==> config.mk <==
export PLATFORM = sky130hd
export DESIGN_NAME = xlate_unit
export DESIGN_NICKNAME = d
export VERILOG_FILES = /design/src/rtl/xlate_pkg.sv /design/src/rtl/xlate_lru.sv /design/src/rtl/xlate_ctrl.sv /design/src/rtl/xlate_dp.sv /design/src/rtl/xlate_unit.sv
export SDC_FILE = /design/constraint.sdc
export NUM_CORES = 1
export LEC_CHECK = 0
export ABC_AREA = 1
export BUFFER_PORTS_ARGS = -buffer_cell sky130_fd_sc_hd__buf_2
export CAP_MARGIN = 20
export CORE_ASPECT_RATIO = 0.75
export CORE_MARGIN = 4
export CORE_UTILIZATION = 65
export CTS_CLUSTER_SIZE = 8
export DETAILED_ROUTE_END_ITERATION = 8
export PLACE_DENSITY = 0.82
export SLEW_MARGIN = 20
export SYNTH_ARGS = -nofsm -noshare
export SYNTH_HDL_FRONTEND = slang
export SYNTH_SLANG_ARGS = --single-unit
==> constraint.sdc <==
create_clock -name clk -period 14.45 [get_ports clk]
set_clock_uncertainty 0.1 [all_clocks]
set_input_delay 0.7225 -clock clk [delete_from_list [all_inputs] [get_ports clk]]
set_output_delay 0.7225 -clock clk [all_outputs]
set_load 0.02 [all_outputs]
==> src/rtl/xlate_pkg.sv <==
package xlate_pkg;
  // Strobes issued by control to the datapath for the current request
  typedef struct packed {
    logic touch;    // a request is being served: refresh recency, respond
    logic tlbFill;  // write the resolved mapping into a cache slot
    logic install;  // assign a frame to the page and update the table
    logic hit;      // response flag: cache hit
    logic fault;    // response flag: page fault
  } xlateStrobe_t;
endpackage

==> src/rtl/xlate_lru.sv <==
// Recency ranks (0 = most recent) with a victim picker that prefers
// empty candidates at the lowest index, else the oldest candidate.
module xlate_lru #(
  parameter int N = 3,
  localparam int IDX_W = (N > 1) ? $clog2(N) : 1
) (
  input  logic             clk,
  input  logic             rstN,
  input  logic             touchEn,
  input  logic [IDX_W-1:0] touchIdx,
  input  logic [N-1:0]     candMask,
  input  logic [N-1:0]     freeMask,
  output logic [IDX_W-1:0] victimIdx
);
  logic [IDX_W-1:0] rank [N];

  always_ff @(posedge clk) begin
    if (!rstN) begin
      for (int i = 0; i < N; i++) rank[i] <= IDX_W'(i);
    end else if (touchEn) begin
      for (int i = 0; i < N; i++) begin
        if (IDX_W'(i) == touchIdx) rank[i] <= '0;
        else if (rank[i] < rank[touchIdx]) rank[i] <= rank[i] + 1'b1;
      end
    end
  end

  always_comb begin
    logic found;
    logic anyCand;
    logic [IDX_W-1:0] bestRank;
    victimIdx = '0;
    found = 1'b0;
    for (int i = N - 1; i >= 0; i--) begin
      if (candMask[i] && freeMask[i]) begin
        victimIdx = IDX_W'(i);
        found = 1'b1;
      end
    end
    anyCand = 1'b0;
    bestRank = '0;
    if (!found) begin
      for (int i = 0; i < N; i++) begin
        if (candMask[i] && (!anyCand || rank[i] > bestRank)) begin
          victimIdx = IDX_W'(i);
          bestRank = rank[i];
          anyCand = 1'b1;
        end
      end
    end
  end
endmodule

==> src/rtl/xlate_ctrl.sv <==
module xlate_ctrl
  import xlate_pkg::*;
(
  input  logic         reqValid,
  input  logic         tlbHit,
  input  logic         ptHit,
  output xlateStrobe_t strb
);
  always_comb begin
    strb.touch   = reqValid;
    strb.hit     = reqValid && tlbHit;
    strb.tlbFill = reqValid && !tlbHit;
    strb.install = reqValid && !tlbHit && !ptHit;
    strb.fault   = strb.install;
  end
endmodule

==> src/rtl/xlate_dp.sv <==
module xlate_dp
  import xlate_pkg::*;
#(
  parameter int VA_W     = 8,
  parameter int OFF_W    = 4,
  parameter int PA_W     = 7,
  parameter int TLB_N    = 3,
  parameter int PT_FRAME = 0,
  localparam int VPN_W = VA_W - OFF_W,
  localparam int PFN_W = PA_W - OFF_W,
  localparam int NFRM  = 1 << PFN_W,
  localparam int NPG   = 1 << VPN_W,
  localparam int TI_W  = (TLB_N > 1) ? $clog2(TLB_N) : 1
) (
  input  logic            clk,
  input  logic            rstN,
  input  logic [VA_W-1:0] reqVaddr,
  input  xlateStrobe_t    strb,
  output logic            tlbHit,
  output logic            ptHit,
  output logic            respValid,
  output logic [PA_W-1:0] respPaddr,
  output logic            respHit,
  output logic            respFault
);
  logic [VPN_W-1:0] vpn;
  logic [OFF_W-1:0] off;
  assign vpn = reqVaddr[VA_W-1:OFF_W];
  assign off = reqVaddr[OFF_W-1:0];

  logic [TLB_N-1:0] tlbV;
  logic [VPN_W-1:0] tlbVpn [TLB_N];
  logic [PFN_W-1:0] tlbPfn [TLB_N];
  logic [NPG-1:0]   ptV;
  logic [PFN_W-1:0] ptPfn [NPG];
  logic [NFRM-1:0]  frmUsed;
  logic [VPN_W-1:0] frmVpn [NFRM];

  logic [TLB_N-1:0] tlbMatch, staleMatch;
  logic [TI_W-1:0]  hitIdx, staleIdx, tlbLruVictim, slotSel;
  logic [PFN_W-1:0] hitPfn, frmVictim, pfnSel;
  logic             evicting;
  logic [VPN_W-1:0] oldVpn;

  assign evicting = frmUsed[frmVictim];
  assign oldVpn   = frmVpn[frmVictim];

  for (genvar g = 0; g < TLB_N; g++) begin : gSlot
    assign tlbMatch[g]   = tlbV[g] && (tlbVpn[g] == vpn);
    assign staleMatch[g] = tlbV[g] && (tlbVpn[g] == oldVpn) && evicting && strb.install;
  end

  always_comb begin
    hitIdx = '0;
    hitPfn = '0;
    staleIdx = '0;
    for (int i = 0; i < TLB_N; i++) begin
      if (tlbMatch[i]) begin
        hitIdx = TI_W'(i);
        hitPfn = tlbPfn[i];
      end
      if (staleMatch[i]) staleIdx = TI_W'(i);
    end
  end

  assign tlbHit  = |tlbMatch;
  assign ptHit   = ptV[vpn];
  assign slotSel = tlbHit ? hitIdx : (|staleMatch ? staleIdx : tlbLruVictim);
  assign pfnSel  = tlbHit ? hitPfn : (ptHit ? ptPfn[vpn] : frmVictim);

  xlate_lru #(.N(NFRM)) u_frmLru (
    .clk(clk), .rstN(rstN), .touchEn(strb.touch), .touchIdx(pfnSel),
    .candMask(~(NFRM'(1) << PT_FRAME)), .freeMask(~frmUsed),
    .victimIdx(frmVictim)
  );

  xlate_lru #(.N(TLB_N)) u_tlbLru (
    .clk(clk), .rstN(rstN), .touchEn(strb.touch), .touchIdx(slotSel),
    .candMask({TLB_N{1'b1}}), .freeMask(~tlbV),
    .victimIdx(tlbLruVictim)
  );

  always_ff @(posedge clk) begin
    if (!rstN) begin
      tlbV      <= '0;
      ptV       <= '0;
      frmUsed   <= '0;
      respValid <= 1'b0;
      respHit   <= 1'b0;
      respFault <= 1'b0;
      respPaddr <= '0;
    end else begin
      respValid <= strb.touch;
      respHit   <= strb.hit;
      respFault <= strb.fault;
      if (strb.touch) respPaddr <= {pfnSel, off};
      if (strb.install) begin
        if (evicting) ptV[oldVpn] <= 1'b0;
        ptV[vpn]            <= 1'b1;
        frmUsed[frmVictim]  <= 1'b1;
      end
      if (strb.tlbFill) tlbV[slotSel] <= 1'b1;
    end
  end

  always_ff @(posedge clk) begin
    if (strb.install) begin
      ptPfn[vpn]        <= frmVictim;
      frmVpn[frmVictim] <= vpn;
    end
    if (strb.tlbFill) begin
      tlbVpn[slotSel] <= vpn;
      tlbPfn[slotSel] <= pfnSel;
    end
  end
endmodule

==> src/rtl/xlate_unit.sv <==
module xlate_unit
  import xlate_pkg::*;
#(
  parameter int VA_W     = 8,
  parameter int OFF_W    = 4,
  parameter int PA_W     = 7,
  parameter int TLB_N    = 3,
  parameter int PT_FRAME = 0
) (
  input  logic            clk,
  input  logic            rstN,
  input  logic            reqValid,
  input  logic [VA_W-1:0] reqVaddr,
  output logic            respValid,
  output logic [PA_W-1:0] respPaddr,
  output logic            respHit,
  output logic            respFault
);
  xlateStrobe_t strb;
  logic tlbHit, ptHit;

  xlate_ctrl u_ctrl (
    .reqValid(reqValid), .tlbHit(tlbHit), .ptHit(ptHit), .strb(strb)
  );

  xlate_dp #(
    .VA_W(VA_W), .OFF_W(OFF_W), .PA_W(PA_W), .TLB_N(TLB_N), .PT_FRAME(PT_FRAME)
  ) u_dp (
    .clk(clk), .rstN(rstN), .reqVaddr(reqVaddr), .strb(strb),
    .tlbHit(tlbHit), .ptHit(ptHit), .respValid(respValid),
    .respPaddr(respPaddr), .respHit(respHit), .respFault(respFault)
  );
endmodule

Word level (Yosys, flattened, before mapping)

Memory sizes are Yosys's and may differ from the RTL's.
Cells that the tools add are included.

Input port bits: 11
Word-level logic and storage cells: 354
Output and inout bits: 10
RAM bits: 131
Memories: 6
Flip-flop bits (word level): 37

Memory list:

| memory             | words | bits a word | read ports | clocked after Yosys merged registers in | write ports | line            | text |
|---|---|---|---|---|---|---|---|
| u_dp.ptPfn         | 16    | 3           | 1          | 0                                       | 1           | xlate_dp.sv:35  | `logic [PFN_W-1:0] ptPfn [NPG];` |
| u_dp.frmVpn        | 8     | 4           | 1          | 0                                       | 1           | xlate_dp.sv:37  | `logic [VPN_W-1:0] frmVpn [NFRM];` |
| u_dp.u_frmLru.rank | 8     | 3           | 9          | 0                                       | 8           | xlate_lru.sv:15 | `logic [IDX_W-1:0] rank [N];` |
| u_dp.tlbVpn        | 3     | 4           | 3          | 0                                       | 1           | xlate_dp.sv:32  | `logic [VPN_W-1:0] tlbVpn [TLB_N];` |
| u_dp.tlbPfn        | 3     | 3           | 3          | 0                                       | 1           | xlate_dp.sv:33  | `logic [PFN_W-1:0] tlbPfn [TLB_N];` |
| u_dp.u_tlbLru.rank | 3     | 2           | 4          | 0                                       | 3           | xlate_lru.sv:15 |  |

$lt $le $gt $ge: 28
$add $sub $neg: 11
Mux-type cells: 215
Reduce and logical (&&, ||, !) cells: 43
Eq/ne operators: 15
Bitwise logic cells: 29

Operator list:

| cell                                                                         | count |
|---|---|
| 3-bit 2-to-1 mux                                                             | 49 |
| 1-bit 2-to-1 mux                                                             | 139 |
| 16-bit 2-to-1 mux                                                            | 3 |
| 2-bit 2-to-1 mux                                                             | 18 |
| 3-bit by 1-bit adder with 3-bit output, second input constant                | 8 |
| 4-bit == test                                                                | 6 |
| 3-bit less-than comparator                                                   | 8 |
| 1-bit OR                                                                     | 22 |
| 3-bit > comparator                                                           | 7 |
| 1-bit logical AND                                                            | 19 |
| 16-bit bitwise AND                                                           | 1 |
| 16-bit inverter                                                              | 1 |
| 16-bit OR                                                                    | 1 |
| 3-bit == test, first input constant                                          | 4 |
| 1-bit zero test                                                              | 11 |
| 4-bit by 5-bit less-than comparator with 1-bit output, second input constant | 2 |
| 1-bit logical OR                                                             | 9 |
| 1-bit demux with 4-bit select                                                | 2 |
| 4-bit by 1-bit >= comparator with 1-bit output, second input constant        | 2 |
| 8-bit inverter                                                               | 1 |
| 8-bit OR                                                                     | 1 |
| 2-bit by 1-bit adder with 2-bit output, second input constant                | 3 |
| 2-bit by 3-bit == test with 1-bit output, first input constant               | 2 |
| 2-bit less-than comparator                                                   | 3 |
| other kinds (17)                                                             | 19 |

Depth between registers and ports, before layout

An unclocked memory read counts as a cell.

Depth after elaboration: 54
Gate-level depth with buffers: 65
Mapped depth without buffers: 65

Modules after synthesis

From an unflattened synthesis, not the netlist that was laid out.

Cells, all modules: 1160
Area total of the unflattened synthesis: 9816.9 µm²

Modules (own cells, without submodules):

| module                    | sequential area each (µm²) | times used | cells an instance | area an instance (µm²) |
|---|---|---|---|---|
| xlate_dp                  | 3773.6                     | 1          | 634               | 6129.6 |
| xlate_lru (u_dp.u_frmLru) | 720.7                      | 1          | 421               | 2982.9 |
| xlate_lru (u_dp.u_tlbLru) | 180.2                      | 1          | 97                | 661.9 |
| xlate_ctrl                | 0.0                        | 1          | 8                 | 42.5 |

Worst setup path after synthesis

No wires, ideal clock.

Kind: register -> register
Start: memory u_dp.u_frmLru.rank[2][2] in the netlist's numbering
End: memory u_dp.u_frmLru.rank[2][0] in the netlist's numbering, enable pin
Slack: 6.537 ns
Arrival: 7.507 ns
Data required time: 14.044 ns
Cell stages (with the launch flop): 53
Path buffers: 1
Setup time: 0.306 ns
Clock period less this slack: 7.913 ns
Path through: edfxtp_1 ha_1 nand2_1 nand2_1 nor2_4 nor2_4 nand2_1 o21ai_0 ha_1 nand3b_1 nand2_1 nand2_2 o21ai_0 ha_1 nand2_1 nor2_1 o21ai_2 o21ai_0 [... 17 more ...] nand2_2 inv_2 nand2_4 nand2_8 buf_6 o21ai_0 nand2_1 nand2_2 inv_2 nor2_1 inv_1 nor2_1 nor4_1 a21oi_1 ha_1 a2111oi_0 nand2_1 nand3_1

RTL lines:

| item        | line |
|---|---|
| from (decl) | xlate_lru.sv:15 |

==> impl_metrics.ini <==
[sta]
slew_viol_final = 0
setup_viol = 0
tightest_slew_ns = 1.04
finalHoldViolations = 0
holdWs_ns = 0.375
finalSetupTns_ns = 0
maxSlewHeadroom = 0.304
clock.fmax_mhz = 106
min_period_ns = 9.39
finalCritPeriodShare = 0.650
rsz0062_at_grt = false

[status]
outcome = completed

[global_routing]
antenna_found_initial = 0
grt_start_max_net_pins = 29
overflow = 0
grt_pass1_vias = 6814
grt_pass1_wl_um = 35300
grt.total_usage = 0.293

[floorplanning]
core-area_um2 = 13200
die_y_um = 110
ios = 21
die_x_um = 144
initial_core_util = 0.678
die-area_um2 = 15800
row_count = 36

[setup_path]
worstSetupStartpointType = register
slowest_stage = a21oi_1
critical_path_class = register to register
critPathRequiredTime_ns = 14.48
r2r-end = u_dp.u_frmLru.rank[2][0]
crit_end = u_dp.u_frmLru.rank[2][0]
rr_worst_depth = 47
critPathCaptureType = register
r2r_setup_slack_ns = 5.06
arrival_ns = 9.42
cp-startpoint = u_dp.u_frmLru.rank[2][2]
max_stage_delay_ns = 0.70
path_max_fanout = 19
worstReg2RegStart = u_dp.u_frmLru.rank[2][2]
crit_top_cell = nand2_1

[clock_tree]
cts_buffers = 17
root_buffer = clkbuf_16
clk_path_buf_depth = 2
clock_latency_ns = 0.43
path_clk_slew_ns = 0.06
htree_num_levels = 4
ctsResizeCount = 0
clock_sinks = 163
cts_tree = done
post_cts_buffers = 0
ctsHoldBuffers = 0

[place]
place_hpwl_um = 15200
io_buffer_count = 20
placed_cell_area_um2 = 9190
routabilityCongestion = 0.934

[pwr]
p_leak_nw = 4.02
vdd_drop_max_uv = 121
p_per_area_nw_per_um2 = 150

[cells_and_area]
finish.net_count = 1050
drive_gt1_frac = 0.134
postLayoutCoreUtil = 0.738
areaGrowthSynthToFinish_pct = 8.84
fin_area_um2 = 9770
n_antenna_cell = 0

[detailed_routing]
post-route-drc-count = 0
vias = 7208
drt_iter0_markers = 967
first_pass_iters = 7
drtAntennaViolNets = 0
vias_per_cell = 6.13
wire_per_inst_um = 18.5
routed_wl_um = 21800

[logic_synthesis]
syn_nets = 1026
async_reset_ff_frac = 0
synth.avg_cell_area_um2 = 9.27
synthesis.instances = 968
synth.distinct_cells = 54
synth_seq_cells = 163
yosysSeqAreaShare = 0.505
synth_edf_count = 127
synth.cell_area_um2 = 8980
synth_ff_type = edfxtp_1
ys_warn_count = 0

[hold_path]
hp-start = u_dp.ptV[0]
hp-class = register to register

[run]
maxCapViolations = 0
## layer usage
| metal | GRT usage | vias to the layer above | routed length (µm) |
|---|---|---|---|
| met4 | 0.0706 | 0 | 287 |
| met2 | 0.408 | 391 | 8950 |
| met5 | 0 | - | 0 |
| met1 | 0.450 | 3394 | 10000 |
| met3 | 0.0852 | 35 | 2530 |
| li1 | - | 3388 | - |
## cells in the mapped netlist (4+ instances only)
master,number,area share
o21ai_1,9,0.0050
o211ai_1,11,0.0092
o21ai_2,4,0.0039
nand4_1,4,0.0028
dfxtp_1,36,0.080
nor2_2,13,0.0091
edfxtp_1,127,0.42
a22oi_1,33,0.028
o31ai_1,6,0.0050
a21oi_1,54,0.030
nand2_4,6,0.0075
o21ai_0,48,0.027
nor2_1,99,0.041
inv_2,18,0.0075
nor2_4,9,0.011
o22ai_1,7,0.0049
nand3_1,65,0.036
ha_1,47,0.066
inv_1,103,0.043
buf_2,5,0.0028
nand2_1,176,0.074
nor3_1,9,0.0050
nand2_2,21,0.015
clkbuf_1,4,0.0017
xnor2_1,10,0.0098
## sequential cells by signal, indices dropped and copies added (netlist names), 7 cells and up
signal	cells
u_dp.frmUsed	7
u_dp.frmVpn	28
u_dp.ptPfn	48
u_dp.ptV	16
u_dp.respPaddr	7
u_dp.tlbPfn	9
u_dp.tlbVpn	12
u_dp.u_frmLru.rank	24
## where the power goes
group          switching, W  leakage, nW  internal (W)
sequential        0.0000225         1.50      0.000532
clock              0.000187        0.277      0.000258
combinational      0.000304         2.25      0.000165
total              0.000513         4.02      0.000956
## metrics by stage
stage	power [W]	setup WS (ns)	instances
floorplan	0.000922	6.54	968
global placement	0.00100	5.56	1144
detailed placement	0.00102	5.28	1144
CTS	0.00146	5.22	1176
global route	0.00156	4.14	1176
finish	0.00147	5.06	1176
## critical path, delay by kind of cell (launching register included)
kind	cells	cell delay, ns
simple gates	25	2.69
fa+ha+maj	7	2.30
flops	1	0.49
buf+inv	2	0.32
compound gates	13	3.15
## how the worst min path moves through the flow
stage | end | slack, ns | depth (start not counted)
after global placement | u_dp.respPaddr[4] | 0.36 | 2
after global routing | u_dp.ptV[13] | 0.40 | 2
final | u_dp.ptV[0] | 0.37 | 2
after CTS | u_dp.ptV[0] | 0.37 | 2
after detailed placement | u_dp.ptV[0] | 0.36 | 2
after floorplan | u_dp.ptV[14] | 0.34 | 2
## logic make-up after synthesis
kind of cell / after synthesis / synth area share
muxes: 2 / 0.00223
xor gates and xnor gates: 13 / 0.0127
and+or+nand+nor: 414 / 0.220
buffers and inverters: 140 / 0.0631
DFF: 163 / 0.505
AOI/OAI and AO/OA: 189 / 0.131
adders and majority gates: 47 / 0.0655
## layout make-up
cell class              instances  area (µm²)
multi-input cells             665        3870
inverters                     125         470
clock buffers                  19         443
repair buffers                 20         100
well taps                     171         214
clock inverters                13         133
fillers                       951        3470
flip-flops and latches        163        4530
## placed cells by master (no fill, tap or decap), drive strengths merged, types with 2 or more instances in the layout
cell      instances
nand2           204
edfxtp          127
inv             123
nor2            123
nand3            65
o21ai            61
a21oi            55
ha               47
dfxtp            36
a22oi            33
buf              20
clkbuf           19
o211ai           12
xnor2            10
clkinv           10
nor3              9
o22ai             7
o31ai             6
nand4             6
o21a              3
xor2              3
clkinvlp          3
a2111oi           3
or2               3
mux2i             2
a2111o            2
bufinv            2
nor4              2
nand3b            2
o21bai            2
Note: power is estimated with default switching activity, not from simulation.
